===== config.mk =====
export PLATFORM = sky130hd
export DESIGN_NAME = spare_remap_table
export DESIGN_NICKNAME = d
export VERILOG_FILES = /design/src/rtl/spare_remap_pkg.sv /design/src/rtl/remap_first_set.sv /design/src/rtl/remap_page_bank.sv /design/src/rtl/spare_remap_table.sv
export SDC_FILE = /design/constraint.sdc
export NUM_CORES = 1
export LEC_CHECK = 0
export ABC_CLOCK_PERIOD_IN_PS = 6400
export BUFFER_PORTS_ARGS = -buffer_cell sky130_fd_sc_hd__buf_2
export CAP_MARGIN = 15
export CORE_ASPECT_RATIO = 0.7
export CORE_MARGIN = 5
export CORE_UTILIZATION = 65
export DETAILED_ROUTE_END_ITERATION = 6
export GPL_TIMING_DRIVEN = 0
export PLACE_DENSITY = 0.82
export SLEW_MARGIN = 30
export SYNTH_ARGS = -nofsm -noshare
export SYNTH_HDL_FRONTEND = slang
export SYNTH_SLANG_ARGS = --single-unit

===== constraint.sdc =====
create_clock -name clk -period 6.4 [get_ports clk]
set_input_delay 0.32 -clock clk [delete_from_list [all_inputs] [get_ports clk]]
set_output_delay 0.32 -clock clk [all_outputs]
set_load 0.01 [all_outputs]

===== src/rtl/spare_remap_pkg.sv =====
package spare_remap_pkg;
  typedef enum logic [1:0] {
    AL_IDLE   = 2'd0,
    AL_REUSE  = 2'd1,
    AL_NEW    = 2'd2,
    AL_REFUSE = 2'd3
  } al_outcome_e;
endpackage


===== src/rtl/remap_first_set.sv =====
module remap_first_set #(
  parameter int N  = 8,
  parameter int IW = 3
) (
  input  logic [N-1:0]  vec,
  output logic [IW-1:0] idx,
  output logic          any
);
  always_comb begin
    idx = '0;
    any = 1'b0;
    for (int i = N - 1; i >= 0; i--) begin
      if (vec[i]) begin
        idx = IW'(i);
        any = 1'b1;
      end
    end
  end
endmodule


===== src/rtl/remap_page_bank.sv =====
module remap_page_bank #(
  parameter int SPARES  = 8,
  parameter int WORD_AW = 8,
  parameter int SP_W    = 3
) (
  input  logic               clk,
  input  logic               rst_n,
  input  logic [WORD_AW-1:0] lk_word,
  output logic               lk_hit,
  output logic [SP_W-1:0]    lk_idx,
  input  logic [WORD_AW-1:0] al_word,
  output logic               al_hit,
  output logic [SP_W-1:0]    al_idx,
  output logic [SP_W-1:0]    free_idx,
  output logic               full,
  input  logic               wr_en,
  input  logic               clr
);
  logic [SPARES-1:0]              valid_q, valid_d;
  logic [SPARES-1:0][WORD_AW-1:0] tag_q, tag_d;
  logic [SPARES-1:0]              lk_match, al_match;
  logic                           any_free;

  for (genvar e = 0; e < SPARES; e++) begin : g_cmp
    assign lk_match[e] = valid_q[e] && (tag_q[e] == lk_word);
    assign al_match[e] = valid_q[e] && (tag_q[e] == al_word);
  end

  remap_first_set #(.N(SPARES), .IW(SP_W)) u_lk_enc (
    .vec(lk_match), .idx(lk_idx), .any(lk_hit));
  remap_first_set #(.N(SPARES), .IW(SP_W)) u_al_enc (
    .vec(al_match), .idx(al_idx), .any(al_hit));
  remap_first_set #(.N(SPARES), .IW(SP_W)) u_free_enc (
    .vec(~valid_q), .idx(free_idx), .any(any_free));

  assign full = !any_free;

  always_comb begin
    valid_d = valid_q;
    tag_d   = tag_q;
    if (clr) begin
      valid_d = '0;
    end else if (wr_en) begin
      valid_d[free_idx] = 1'b1;
      tag_d[free_idx]   = al_word;
    end
  end

  always_ff @(posedge clk or negedge rst_n) begin
    if (!rst_n) begin
      valid_q <= '0;
      tag_q   <= '0;
    end else if (clr || wr_en) begin
      valid_q <= valid_d;
      tag_q   <= tag_d;
    end
  end

  AST_UNIQUE_TAGS: assert property (@(posedge clk) disable iff (!rst_n)
    $onehot0(lk_match));
  AST_NO_WRITE_WHEN_FULL: assert property (@(posedge clk) disable iff (!rst_n)
    wr_en |-> !full);
  AST_CLEAR_EMPTIES: assert property (@(posedge clk) disable iff (!rst_n)
    clr |=> (!lk_hit && !full));
endmodule


===== src/rtl/spare_remap_table.sv =====
module spare_remap_table
  import spare_remap_pkg::*;
#(
  parameter int PAGES   = 4,
  parameter int SPARES  = 8,
  parameter int WORD_AW = 8,
  localparam int PG_W   = (PAGES > 1) ? $clog2(PAGES) : 1,
  localparam int SP_W   = (SPARES > 1) ? $clog2(SPARES) : 1,
  localparam int ROW_W  = (PAGES * SPARES > 1) ? $clog2(PAGES * SPARES) : 1
) (
  input  logic               clk,
  input  logic               rst_n,
  input  logic               lk_valid,
  input  logic [PG_W-1:0]    lk_page,
  input  logic [WORD_AW-1:0] lk_word,
  input  logic               al_req,
  input  logic [PG_W-1:0]    al_page,
  input  logic [WORD_AW-1:0] al_word,
  input  logic               clr_req,
  input  logic [PG_W-1:0]    clr_page,
  output logic               lk_hit,
  output logic [ROW_W-1:0]   lk_row,
  output logic               al_ack,
  output logic               al_refused,
  output logic [SP_W-1:0]    al_spare,
  output logic [PAGES-1:0]   exhausted
);
  logic [PAGES-1:0]           b_lk_hit, b_al_hit, b_full, b_wr, b_clr;
  logic [PAGES-1:0][SP_W-1:0] b_lk_idx, b_al_idx, b_free_idx;

  al_outcome_e     al_out;
  logic            lk_hit_d;
  logic [ROW_W-1:0] lk_row_d;
  logic [SP_W-1:0] al_spare_d;
  logic            lk_hit_q, al_ack_q, al_ref_q;
  logic [ROW_W-1:0] lk_row_q;
  logic [SP_W-1:0] al_spare_q;

  for (genvar p = 0; p < PAGES; p++) begin : g_page
    assign b_clr[p] = clr_req && (clr_page == PG_W'(p));
    assign b_wr[p]  = (al_out == AL_NEW) && (al_page == PG_W'(p));
    remap_page_bank #(.SPARES(SPARES), .WORD_AW(WORD_AW), .SP_W(SP_W)) u_bank (
      .clk(clk), .rst_n(rst_n),
      .lk_word(lk_word), .lk_hit(b_lk_hit[p]), .lk_idx(b_lk_idx[p]),
      .al_word(al_word), .al_hit(b_al_hit[p]), .al_idx(b_al_idx[p]),
      .free_idx(b_free_idx[p]), .full(b_full[p]),
      .wr_en(b_wr[p]), .clr(b_clr[p]));
  end

  always_comb begin
    lk_hit_d = lk_valid && b_lk_hit[lk_page]
               && !(clr_req && (clr_page == lk_page));
    lk_row_d = '0;
    if (lk_hit_d) begin
      lk_row_d = ROW_W'(lk_page) * ROW_W'(SPARES) + ROW_W'(b_lk_idx[lk_page]);
    end
  end

  always_comb begin
    al_out     = AL_IDLE;
    al_spare_d = al_spare_q;
    if (al_req) begin
      if (clr_req && (clr_page == al_page)) begin
        al_out = AL_REFUSE;
      end else if (b_al_hit[al_page]) begin
        al_out     = AL_REUSE;
        al_spare_d = b_al_idx[al_page];
      end else if (b_full[al_page]) begin
        al_out = AL_REFUSE;
      end else begin
        al_out     = AL_NEW;
        al_spare_d = b_free_idx[al_page];
      end
    end
  end

  always_ff @(posedge clk or negedge rst_n) begin
    if (!rst_n) begin
      lk_hit_q   <= 1'b0;
      lk_row_q   <= '0;
      al_ack_q   <= 1'b0;
      al_ref_q   <= 1'b0;
      al_spare_q <= '0;
    end else begin
      lk_hit_q <= lk_hit_d;
      lk_row_q <= lk_row_d;
      al_ack_q <= (al_out == AL_REUSE) || (al_out == AL_NEW);
      al_ref_q <= (al_out == AL_REFUSE);
      if (al_req) begin
        al_spare_q <= al_spare_d;
      end
    end
  end

  assign lk_hit     = lk_hit_q;
  assign lk_row     = lk_row_q;
  assign al_ack     = al_ack_q;
  assign al_refused = al_ref_q;
  assign al_spare   = al_spare_q;
  assign exhausted  = b_full;

  AST_ACK_REFUSE_EXCL: assert property (@(posedge clk) disable iff (!rst_n)
    !(al_ack && al_refused));
  AST_RESPONSE_NEEDS_REQ: assert property (@(posedge clk) disable iff (!rst_n)
    (al_ack || al_refused) |-> $past(al_req));
  AST_HIT_NEEDS_LOOKUP: assert property (@(posedge clk) disable iff (!rst_n)
    lk_hit |-> $past(lk_valid));
  AST_CLEAR_BEATS_LOOKUP: assert property (@(posedge clk) disable iff (!rst_n)
    (clr_req && lk_valid && (clr_page == lk_page)) |=> !lk_hit);
  AST_CLEAR_BEATS_ALLOC: assert property (@(posedge clk) disable iff (!rst_n)
    (clr_req && al_req && (clr_page == al_page)) |=> al_refused);
endmodule


---- After elaboration in Yosys (flattened, before gate mapping) ----
Cells that the tools add are included.
cells by class
  bitwise logic cells ..................... 13
  equality and inequality tests ........... 76
  $lt $le $gt $ge ......................... 10
  multiplexer cells ....................... 239
  $add $sub $neg .......................... 1
  reductions and logical operators ........ 105
operators by type and width
  kind                                                                   count
  8-bit equality test                                                    64
  3-bit two-way mux                                                      101
  64-bit bitwise mux                                                     4
  1-bit two-way mux                                                      104
  8-bit demux with 3-bit select                                          4
  8-bit two-way mux                                                      12
  1-bit logical AND                                                      80
  8-bit inverter                                                         4
  8-bit bitwise OR                                                       4
  3-bit binary-select mux with 2-bit select                              3
  3-bit by 4-bit < comparator with 1-bit output, second input constant   4
  3-bit AND reduction                                                    5
  1-bit demux with 3-bit select                                          4
  2-bit equality test, second input constant                             6
  3-bit by 1-bit >= comparator with 1-bit output, second input constant  4
  2-bit AND reduction                                                    4
  2-bit nonzero test                                                     4
  1-bit binary-select mux with 2-bit select                              3
  2-bit by 1-bit equality test with 1-bit output, second input constant  3
  2-bit by 3-bit < comparator with 1-bit output, second input constant   2
  2-bit two-way mux                                                      3
  5-bit by 3-bit adder with 5-bit output                                 1
  1-bit logical NOT                                                      5
  1-bit logical OR                                                       5
  other kinds (5)                                                        11
word-level totals
  logic and storage cells ................. 485
  output and inout port bits .............. 15
  register bits after elaboration ......... 299
  bits of input ports ..................... 27

---- Longest topological paths before layout ----
Gate-level depths: netlist (run 1).
  word-level depth ........................ 20
  depth in mapped cells ................... 16
  gate-level depth less buffers ........... 14

---- Hierarchy ----
A second synthesis (run 1) with hierarchy kept.
second synthesis, totals
  cell total of the unflattened synthesis .. 1697
  area total of the unflattened synthesis .. 19478.7 um^2
by module, submodules not included
  module                                  times used  cells an instance  area each (um^2)  sequential area each (um^2)
  remap_page_bank (g_page[0].u_bank ...)  3           368                4408.0            1801.7
  remap_page_bank (g_page[3].u_bank)      1           368                4423.0            1801.7
  remap_first_set                         12          13                 80.1              0.0
  spare_remap_table                       1           69                 870.8             275.3

---- Least setup slack after synthesis (run 1) ----
OpenSTA, ideal clock, no wires.
  path type ............................... input port to flip-flop
  start point ............................. in al_page[0]
  end point ............................... reg g_page[2].u_bank.tag_q[10] in the netlist's numbering
  arrival ................................. 3.395 ns
  data required time ...................... 6.275 ns
  cell stages on the path ................. 12
  buffers on the path ..................... 1
  setup slack ............................. 2.880 ns
  library setup time ...................... 0.125 ns
  cell sequence ........................... clkbuf_1 o311ai_1 or2_2 nor4_1 or3_4 o21a_1 ha_1 and3_1 nand2_1 or3_1 nor2_2 mux2_2
on the way
  word-level cells in the longest chain between the ends .. 10
  elaborated cells between the ends (all ways) .. 15
  classes of those cells .................. eq/ne: 3; mux: 8; reduce/logical: 4
ends and longest elaborated chain
  element                                    line                     RTL
  from (decl)                                spare_remap_table.sv:17  input logic [PG_W-1:0] al_page,
  1-bit binary-select mux with 2-bit select  spare_remap_table.sv:68  end else if (b_full[al_page]) begin
  1-bit two-way mux (not written as such)    spare_remap_table.sv:68
  1-bit two-way mux                          spare_remap_table.sv:68
  2-bit two-way mux                          spare_remap_table.sv:65  end else if (b_al_hit[al_page]) begin
  2-bit two-way mux                          spare_remap_table.sv:63  if (clr_req && (clr_page == al_page)) begin
  2-bit two-way mux                          spare_remap_table.sv:62  if (al_req) begin
  2-bit equality test                        spare_remap_table.sv:41  assign b_wr[p] = (al_out == AL_NEW) && (al_page == PG_W'(p));
  1-bit logical AND *                        spare_remap_table.sv:41
  1-bit logical OR                           remap_page_bank.sv:53    end else if (clr || wr_en) begin
  3-bit AND reduction (no source line) *     --
  to (signal assigned)                       remap_page_bank.sv:55    tag_q <= tag_d;
  to (decl)                                  remap_page_bank.sv:20    logic [SPARES-1:0][WORD_AW-1:0] tag_q, tag_d;
Mark *: on every way between the ends. The rest lies on a longest branch, timed or not. The select of a mux whose other input is x is not followed.
A chain may end at the register's enable or synchronous reset.

---- Worst setup path in the final report (run 1) ----
  start point ............................. reg g_page[1].u_bank.valid_q[2]
  end point ............................... reg g_page[2].u_bank.tag_q[42] in the netlist's numbering
on the way
  word-level cells in the longest chain between the ends .. 15
  elaborated cells between the ends (all ways) .. 21
  classes of those cells .................. eq/ne: 1; mux: 14; bitwise: 1; reduce/logical: 5
ends and longest elaborated chain
  element                                    line                     RTL
  from (decl)                                remap_page_bank.sv:19    logic [SPARES-1:0] valid_q, valid_d;
  from (signal assigned)                     remap_page_bank.sv:54    valid_q <= valid_d;
  8-bit inverter                             remap_page_bank.sv:34    .vec(~valid_q), .idx(free_idx), .any(any_free));
  1-bit two-way mux (3 in a row)             remap_first_set.sv:13    if (vec[i]) begin
  1-bit logical NOT                          remap_page_bank.sv:36    assign full = !any_free;
  1-bit binary-select mux with 2-bit select  spare_remap_table.sv:68
  1-bit two-way mux (not written as such)    spare_remap_table.sv:68
  1-bit two-way mux                          spare_remap_table.sv:68
  2-bit two-way mux *                        spare_remap_table.sv:65
  2-bit two-way mux *                        spare_remap_table.sv:63
  2-bit two-way mux *                        spare_remap_table.sv:62
  2-bit equality test *                      spare_remap_table.sv:41
  1-bit logical AND *                        spare_remap_table.sv:41
  1-bit logical OR                           remap_page_bank.sv:53
  3-bit AND reduction (no source line) *     --
Marks and branches as above.

==> flow_metrics.py, run 1 <==
metrics = {
    "setup_path": {
        "cp_data_required_time_ns": 6.87,
        "ff2ff_setup_slack_ns": 1.87,
        "criticalPathCategory": "flip-flop to flip-flop",
        "ff2ff_path_depth": 13,
        "endpoint_kind": "flip-flop",
        "path_max_fanout": 9,
        "critPathLaunch": "g_page[1].u_bank.valid_q[2]",
        "worstReg2RegStart": "g_page[1].u_bank.valid_q[2]",
        "worstPathArrival_ns": 5.00,
        "startpoint_type": "flip-flop",
        "r2r_end": "g_page[2].u_bank.tag_q[42]",
    },
    "timing": {
        "hold_viol": 0,
        "period_share_pct": 70.9,
        "rsz0062_at_grt": "no",
        "tightestPinTransition_ns": 0.997,
        "relSlewSlack_pct": 33.3,
        "period_minus_slack_ns": 4.53,
        "setup_slack_ns": 1.87,
        "max_freq_mhz": 221,
        "maxSlewViolCount": 0,
        "skew_ns": 0.0228,
        "setup-violations-final": 0,
    },
    "yosys": {
        "ys_seq_area_share_pct": 39.5,
        "ys_ff_latch": 299,
        "async_flop_share_pct": 100,
        "synth_ff_type": "dfrtp_1",
        "synth_top_area_cell": "dfrtp_1",
        "synthSimpleGateAreaFrac_pct": 12.7,
        "syn-cell-area_sq_um": 18900,
        "yosysWarningCount": 0,
        "synth_top_family_by_area": "XOR/XNOR gates",
        "synthTopCellsByArea": "dfrtp_1 (39%), xnor2_1 (20%), mux2_2 (15%)",
        "muxShareOfSynthArea_pct": 15.6,
        "netlist_instances": 1742,
        "ys_types": 72,
        "postSynthAreaPerCell_sq_um": 10.9,
        "synth_top_area_share_pct": 39.5,
        "synth_edf_count": 0,
        "synth_fa_ha_area_share_pct": 0.132,
        "synthXorXnorAreaFrac_pct": 23.8,
        "synth_fp_nets": 1771,
        "synth_compound_area_share_pct": 3.93,
    },
    "job": {
        "drv_cap": 0,
    },
    "route": {
        "post-route-drc-count": 0,
        "wl_per_cell_um": 28.4,
        "avgViaCountPerCell": 6.61,
        "antenna_left": 0,
        "first_iter_violations": 2012,
        "drt_wl_total_mm": 62.4,
        "dr.pass1.iters": 6,
        "vias": 14500,
    },
    "final_layout": {
        "area_growth_syn_to_layout_pct": 9.11,
        "n_antenna_cell": 0,
        "drive_gt1_share_pct": 23.9,
        "layoutNonFillerInstCount": 2200,
        "final_nets": 1829,
        "postLayoutCoreUtil_pct": 71.7,
    },
    "power": {
        "switching_share_pct": 30.2,
        "leakagePower_nw": 8.65,
        "pwr-share-seq_pct": 43.9,
        "clkPwrFrac_pct": 34.8,
        "netSwitchingPower_w": 0.00161,
        "pwr-share-comb_pct": 21.2,
        "power.density_nw_per_um2": 259,
        "internal_power_w": 0.00373,
        "vdd_drop_max_mv": 0.225,
    },
    "floorplan": {
        "die_area_sq_um": 32700,
        "fp.dieH_um": 153,
        "ios": 42,
        "initial_core_util_pct": 65.7,
        "die_w_um": 214,
        "design.core.area_sq_um": 28800,
        "row_count": 52,
    },
    "clocking": {
        "cts_made_buffers": 30,
        "htree_levels": 1,
        "insertion_delay_ns": 0.59,
        "clk_pin_slew_ns": 0.07,
        "cts_resized": 0,
        "cts_sinks": 299,
        "cts.path.max_buffers": 3,
        "cts_tree": "done",
        "clock-root-buffer": "clkbuf_16",
    },
    "placed_design": {
        "dpl_worst_slack_ns": 1.65,
        "io_buffer_count": 22,
        "hpwlAfterDp_mm": 43.5,
        "place_inst": 2145,
        "gp_congestion": 1.02,
    },
    "grt": {
        "overflow": 0,
        "grt_pass1_wl_mm": 92.6,
        "grt_pass1_vias": 14600,
        "globalRouteTotalUtil_pct": 37.5,
        "antenna_found_initial": 3,
        "grt_start_max_net_pins": 84,
    },
    "run_status": {
        "status": "completed",
    },
    "hold_path": {
        "min_to": "lk_hit",
        "hold_class": "primary input to flip-flop",
        "holdPathStages": 3,
        "holdCritStartpoint": "lk_valid",
    },
}
timing repair:
item / in CTS / in global routing
hold buffers: 1 / 0
buffers inserted: 0 / 0
hold endpoints to repair: 66 / 0
layout make-up:
class / instances / area [sq um]
plain buffers: 101 / 743
clock buffers: 44 / 855
clock inverters: 10 / 153
fillers: 2069 / 8150
inverters: 19 / 71.3
multi-input cells: 1323 / 10700
flip-flops and latches: 299 / 7480
well taps: 378 / 473
repair buffers: 26 / 213
cells in the mapped netlist (5+ instances only):
master    number
or3_1         13
nor2_2        14
nor4_2         8
a211oi_1       6
dfrtp_1      299
and3_1         8
mux2_2       256
buf_2         14
a31oi_1        6
buf_6         34
buf_4         20
nor3_1        46
nor2_1        35
nand4_1       74
nand2b_1      13
clkbuf_1      30
nand3_1       68
a21boi_0       5
inv_1         18
xnor2_1      422
xor2_1        92
a21o_1        21
o31ai_1        6
nor4_1        31
o21ai_0       11
a21oi_1       13
nand2_1      100
nor3b_1        6
per-stage QoR:
step	setup TNS (ns)	hold WS, ns	area [sq um]	total power [W]
2_1_floorplan	0	0.0244	18900	0.00314
3_3_place_gp	-139.61	0.521	19500	0.00341
3_5_place_dp	0	0.296	19600	0.00347
4_1_cts	0	0.0104	20700	0.00531
5_1_grt	0	0.0396	20700	0.00553
6_report	0	0.0185	20700	0.00535
power groups by stage:
| stage | registers [W] | logic [W] | clock network (W) |
|---|---|---|---|
| after detailed placement | 0.00237 | 0.00110 | 0 |
| after floorplan | 0.00231 | 0.000826 | 0 |
| final | 0.00235 | 0.00113 | 0.00186 |
| after CTS | 0.00234 | 0.00111 | 0.00186 |
| after global placement | 0.00235 | 0.00106 | 0 |
| after global routing | 0.00237 | 0.00121 | 0.00194 |
how the worst max path moves through the flow:
stage                                       endpoint  cells past startpoint
after floorplan           g_page[2].u_bank.tag_q[10]                     12
after global placement    g_page[2].u_bank.tag_q[23]                      1
after detailed placement  g_page[2].u_bank.tag_q[42]                     15
after CTS                 g_page[2].u_bank.tag_q[42]                     13
after global routing      g_page[2].u_bank.tag_q[44]                     13
final                     g_page[2].u_bank.tag_q[42]                     13
cell families (layout without fill, tap and decap cells):
group	Yosys count	count (layout)
xor gates and xnor gates	515	515
and+or+nand+nor	443	443
DFF	299	299
muxes	260	260
buffers and inverters	120	200
AOI/OAI and AO/OA	103	103
adders and majority gates	2	2
critical path, cell delays in order (launching register included):
cell and delay [ns]:
dfrtp_1 0.32, clkbuf_1 0.38, inv_1 0.21, nor4_1 0.81, or2_2 0.27, nor4_1 0.08, or3_4 0.42, o21a_1 0.23
ha_1 0.32, and3_1 0.24, nand2_1 0.21, nor3b_1 0.11, nand2_1 0.41, mux2_2 0.40
layer usage:
metal  track usage (%)  vias to the layer above  part of all wire, %
met5                 0                        -                0.045
met4              14.0                        6                  4.4
met3              15.8                      203                   15
met2              51.7                      924                   40
met1              53.0                     7255                   40
li1                  -                     6150                    -
state kept, by name, indices dropped and copies added, names as in the netlist:
name and flops:
al_ack 1, al_spare 3, lk_row 5, lk_hit 1
al_refused 1, g_page.u_bank.tag_q 256, g_page.u_bank.valid_q 32
placed cells by master, fill, tap and decap left out, drive strengths merged, types with 7 or more instances in the layout:
| cell type | count |
|---|---|
| a211oi | 7 |
| a21boi | 9 |
| a21o | 21 |
| a21oi | 13 |
| and3 | 8 |
| buf | 96 |
| clkbuf | 74 |
| dfrtp | 299 |
| inv | 19 |
| mux2 | 256 |
| nand2 | 100 |
| nand2b | 13 |
| nand3 | 68 |
| nand4 | 74 |
| nor2 | 49 |
| nor3 | 50 |
| nor4 | 39 |
| o21ai | 12 |
| or3 | 14 |
| xnor2 | 422 |
| xor2 | 93 |
Note: power is estimated with default switching activity, not from simulation.
==> inputs of run 2 (changes only) <==
--- a/config.mk
+++ b/config.mk
@@ -5,15 +5,15 @@
 export SDC_FILE = /design/constraint.sdc
 export NUM_CORES = 1
 export LEC_CHECK = 0
-export ABC_CLOCK_PERIOD_IN_PS = 6400
+export ABC_CLOCK_PERIOD_IN_PS = 3700
 export BUFFER_PORTS_ARGS = -buffer_cell sky130_fd_sc_hd__buf_2
 export CAP_MARGIN = 15
 export CORE_ASPECT_RATIO = 0.7
 export CORE_MARGIN = 5
-export CORE_UTILIZATION = 65
+export CORE_UTILIZATION = 58
 export DETAILED_ROUTE_END_ITERATION = 6
 export GPL_TIMING_DRIVEN = 0
-export PLACE_DENSITY = 0.82
+export PLACE_DENSITY = 0.78
 export SLEW_MARGIN = 30
 export SYNTH_ARGS = -nofsm -noshare
 export SYNTH_HDL_FRONTEND = slang
==> constraint.sdc (replaced) <==
create_clock -name clk -period 3.7 [get_ports clk]
set_input_delay 0.185 -clock clk [delete_from_list [all_inputs] [get_ports clk]]
set_output_delay 0.185 -clock clk [all_outputs]
set_load 0.01 [all_outputs]
==> run 2 against run 1 <==
Clock power rose by 84%. Sequential power rose by 72%. Power rose by 79%. Sequential share of layout area fell by 1.6 points. Count of clock-buffer cells in the layout fell by 7. Worst setup slack got worse by 1.9 ns. First-iteration DRC count fell by 12%. Routed wire length rose by 4.7%. Global-route usage fell by 2.2 points. Combinational power rose by 85%. Utilization fell by 4.7 points. Cell count rose by 3.8%. Critical path type unchanged. Largest cell class unchanged. Largest power group unchanged.
==> flow_metrics.py, run 2 (same netlist as run 1, synthesis figures left out) <==
metrics = {
    "run_status": {
        "status": "completed",
    },
    "hold_path": {
        "holdPathStages": 3,
        "hold_class": "primary input to flip-flop",
        "holdCritStartpoint": "lk_page[1]",
        "min_to": "lk_row[2]",
    },
    "clocking": {
        "cts.path.max_buffers": 3,
        "clock-root-buffer": "clkbuf_16",
        "clk_pin_slew_ns": 0.07,
        "cts_made_buffers": 31,
        "htree_levels": 1,
        "cts_tree": "done",
        "cts_sinks": 299,
        "insertion_delay_ns": 0.62,
    },
    "timing": {
        "max_freq_mhz": 270,
        "hold_viol": 0,
        "setup_slack_ns": 0.00128,
        "skew_ns": 0.0252,
        "maxSlewViolCount": 0,
        "tightestPinTransition_ns": 1.01,
        "setup-violations-final": 0,
        "period_share_pct": 100,
        "rsz0062_at_grt": "yes",
        "timing.hold.ws_ns": 0.0197,
        "relSlewSlack_pct": 32.3,
        "period_minus_slack_ns": 3.70,
    },
    "placed_design": {
        "gp_congestion": 1.05,
        "io_buffer_count": 22,
        "hpwlAfterDp_mm": 44.8,
        "dpl_worst_slack_ns": -0.917,
        "place_inst": 2194,
    },
    "setup_path": {
        "worstReg2RegStart": "g_page[0].u_bank.tag_q[7]",
        "r2r_end": "g_page[0].u_bank.tag_q[21]",
        "ff2ff_path_depth": 12,
        "endpoint_kind": "flip-flop",
        "ff2ff_setup_slack_ns": 0.001,
        "worstPathArrival_ns": 4.19,
        "criticalPathCategory": "flip-flop to flip-flop",
        "cp_data_required_time_ns": 4.19,
        "crit_slowest_cell": "dfrtp_1",
        "worstPathCellList": "xnor2_2 > nand4_1 > o311a_4 > nor4b_2 > a32o_1 > or3_4 > o21a_4 > ha_4 > and4_1 > and3_1 > nand2_2 > mux2_2",
        "startpoint_type": "flip-flop",
        "path_max_fanout": 9,
        "critPathLaunch": "g_page[0].u_bank.tag_q[7]",
        "max_stage_delay_ns": 0.42,
    },
    "floorplan": {
        "initial_core_util_pct": 58.7,
        "die_area_sq_um": 36400,
        "ios": 42,
        "row_count": 55,
        "design.core.area_sq_um": 32300,
        "fp.dieH_um": 161,
        "die_w_um": 226,
    },
    "grt": {
        "grt_pass1_wl_mm": 95.8,
        "grt_pass1_vias": 14600,
        "grt_start_max_net_pins": 86,
        "overflow": 0,
        "antenna_found_initial": 0,
        "globalRouteTotalUtil_pct": 35.3,
    },
    "route": {
        "antenna_left": 0,
        "wl_per_cell_um": 28.6,
        "avgViaCountPerCell": 6.45,
        "first_iter_violations": 1776,
        "dr.pass1.iters": 6,
        "drt_wl_total_mm": 65.3,
        "vias": 14700,
        "post-route-drc-count": 0,
    },
    "final_layout": {
        "final_common_cell": "xnor2_1",
        "area_growth_syn_to_layout_pct": 14.1,
        "final_nets": 1862,
        "postLayoutCoreUtil_pct": 67.0,
        "drive_gt1_share_pct": 28.2,
        "n_antenna_cell": 0,
        "top_register": "g_page.u_bank.tag_q",
        "largest_reg_flops": 256,
        "final_cell_mix": "xnor2_1 (421), dfrtp_1 (299), mux2_2 (256), xor2_1 (92), nand2_1 (88)",
        "layoutNonFillerInstCount": 2284,
    },
    "power": {
        "vdd_drop_max_mv": 0.420,
        "leakagePower_nw": 9.00,
        "power.density_nw_per_um2": 442,
    },
    "job": {
        "drv_cap": 0,
    },
}
run 2: layer usage:
metal / share of wire [%] / GRT usage (%)
met5: 0 / 0
met1: 42 / 52.3
met2: 41 / 49.3
met4: 4.0 / 11.7
met3: 13 / 10.8
run 2: area by class of cell:
| class | count | area (sq um) |
|---|---|---|
| Multi-Input combinational cell | 1325 | 11100 |
| Fill cell | 2427 | 10700 |
| Sequential cell | 299 | 7480 |
| Clock buffer | 37 | 828 |
| Buffer | 100 | 739 |
| Timing Repair Buffer | 57 | 563 |
| Tap cell | 427 | 534 |
| Clock inverter | 20 | 253 |
| Inverter | 19 | 71.3 |
run 2: worst max-delay path by stage:
stage,endpoint
6_report,g_page[0].u_bank.tag_q[21]
5_1_grt,g_page[3].u_bank.tag_q[48]
4_1_cts,g_page[3].u_bank.tag_q[24]
3_5_place_dp,g_page[1].u_bank.tag_q[34]
3_3_place_gp,g_page[2].u_bank.tag_q[51]
2_1_floorplan,g_page[2].u_bank.tag_q[10]
run 2: through the flow:
| step | setup TNS (ns) | power (W) | instance area (sq um) |
|---|---|---|---|
| final | 0 | 0.00957 | 21600 |
| after global routing | -1.04 | 0.00987 | 21600 |
| after CTS | -1.23 | 0.00947 | 21300 |
| after detailed placement | -196.15 | 0.00601 | 19700 |
| after global placement | -1135.97 | 0.00591 | 19600 |
| after floorplan | 0 | 0.00543 | 18900 |
run 2: what timing repair did:
action                     in CTS  in global routing
setup buffers                  14                 13
cloned                          0                  2
pin swaps                      12                 11
setup endpoints to repair     285                252
gates resized for setup        58                 32
hold buffers                    5                  0
hold endpoints to repair      108                  0
run 2: critical path, delay by kind of cell (launching register included):
kind / cells / cell delay [ns]
mux: 1 / 0.38
simple gates: 6 / 1.48
xor+xnor: 1 / 0.18
compound gates: 3 / 0.90
fa+ha+maj: 1 / 0.19
flops: 1 / 0.42
run 2: report_power, final:
| part | switching (W) | internal (W) |
|---|---|---|
| Combinational | 0.00108 | 0.00102 |
| Sequential | 0.000433 | 0.00362 |
| Clock | 0.00147 | 0.00195 |
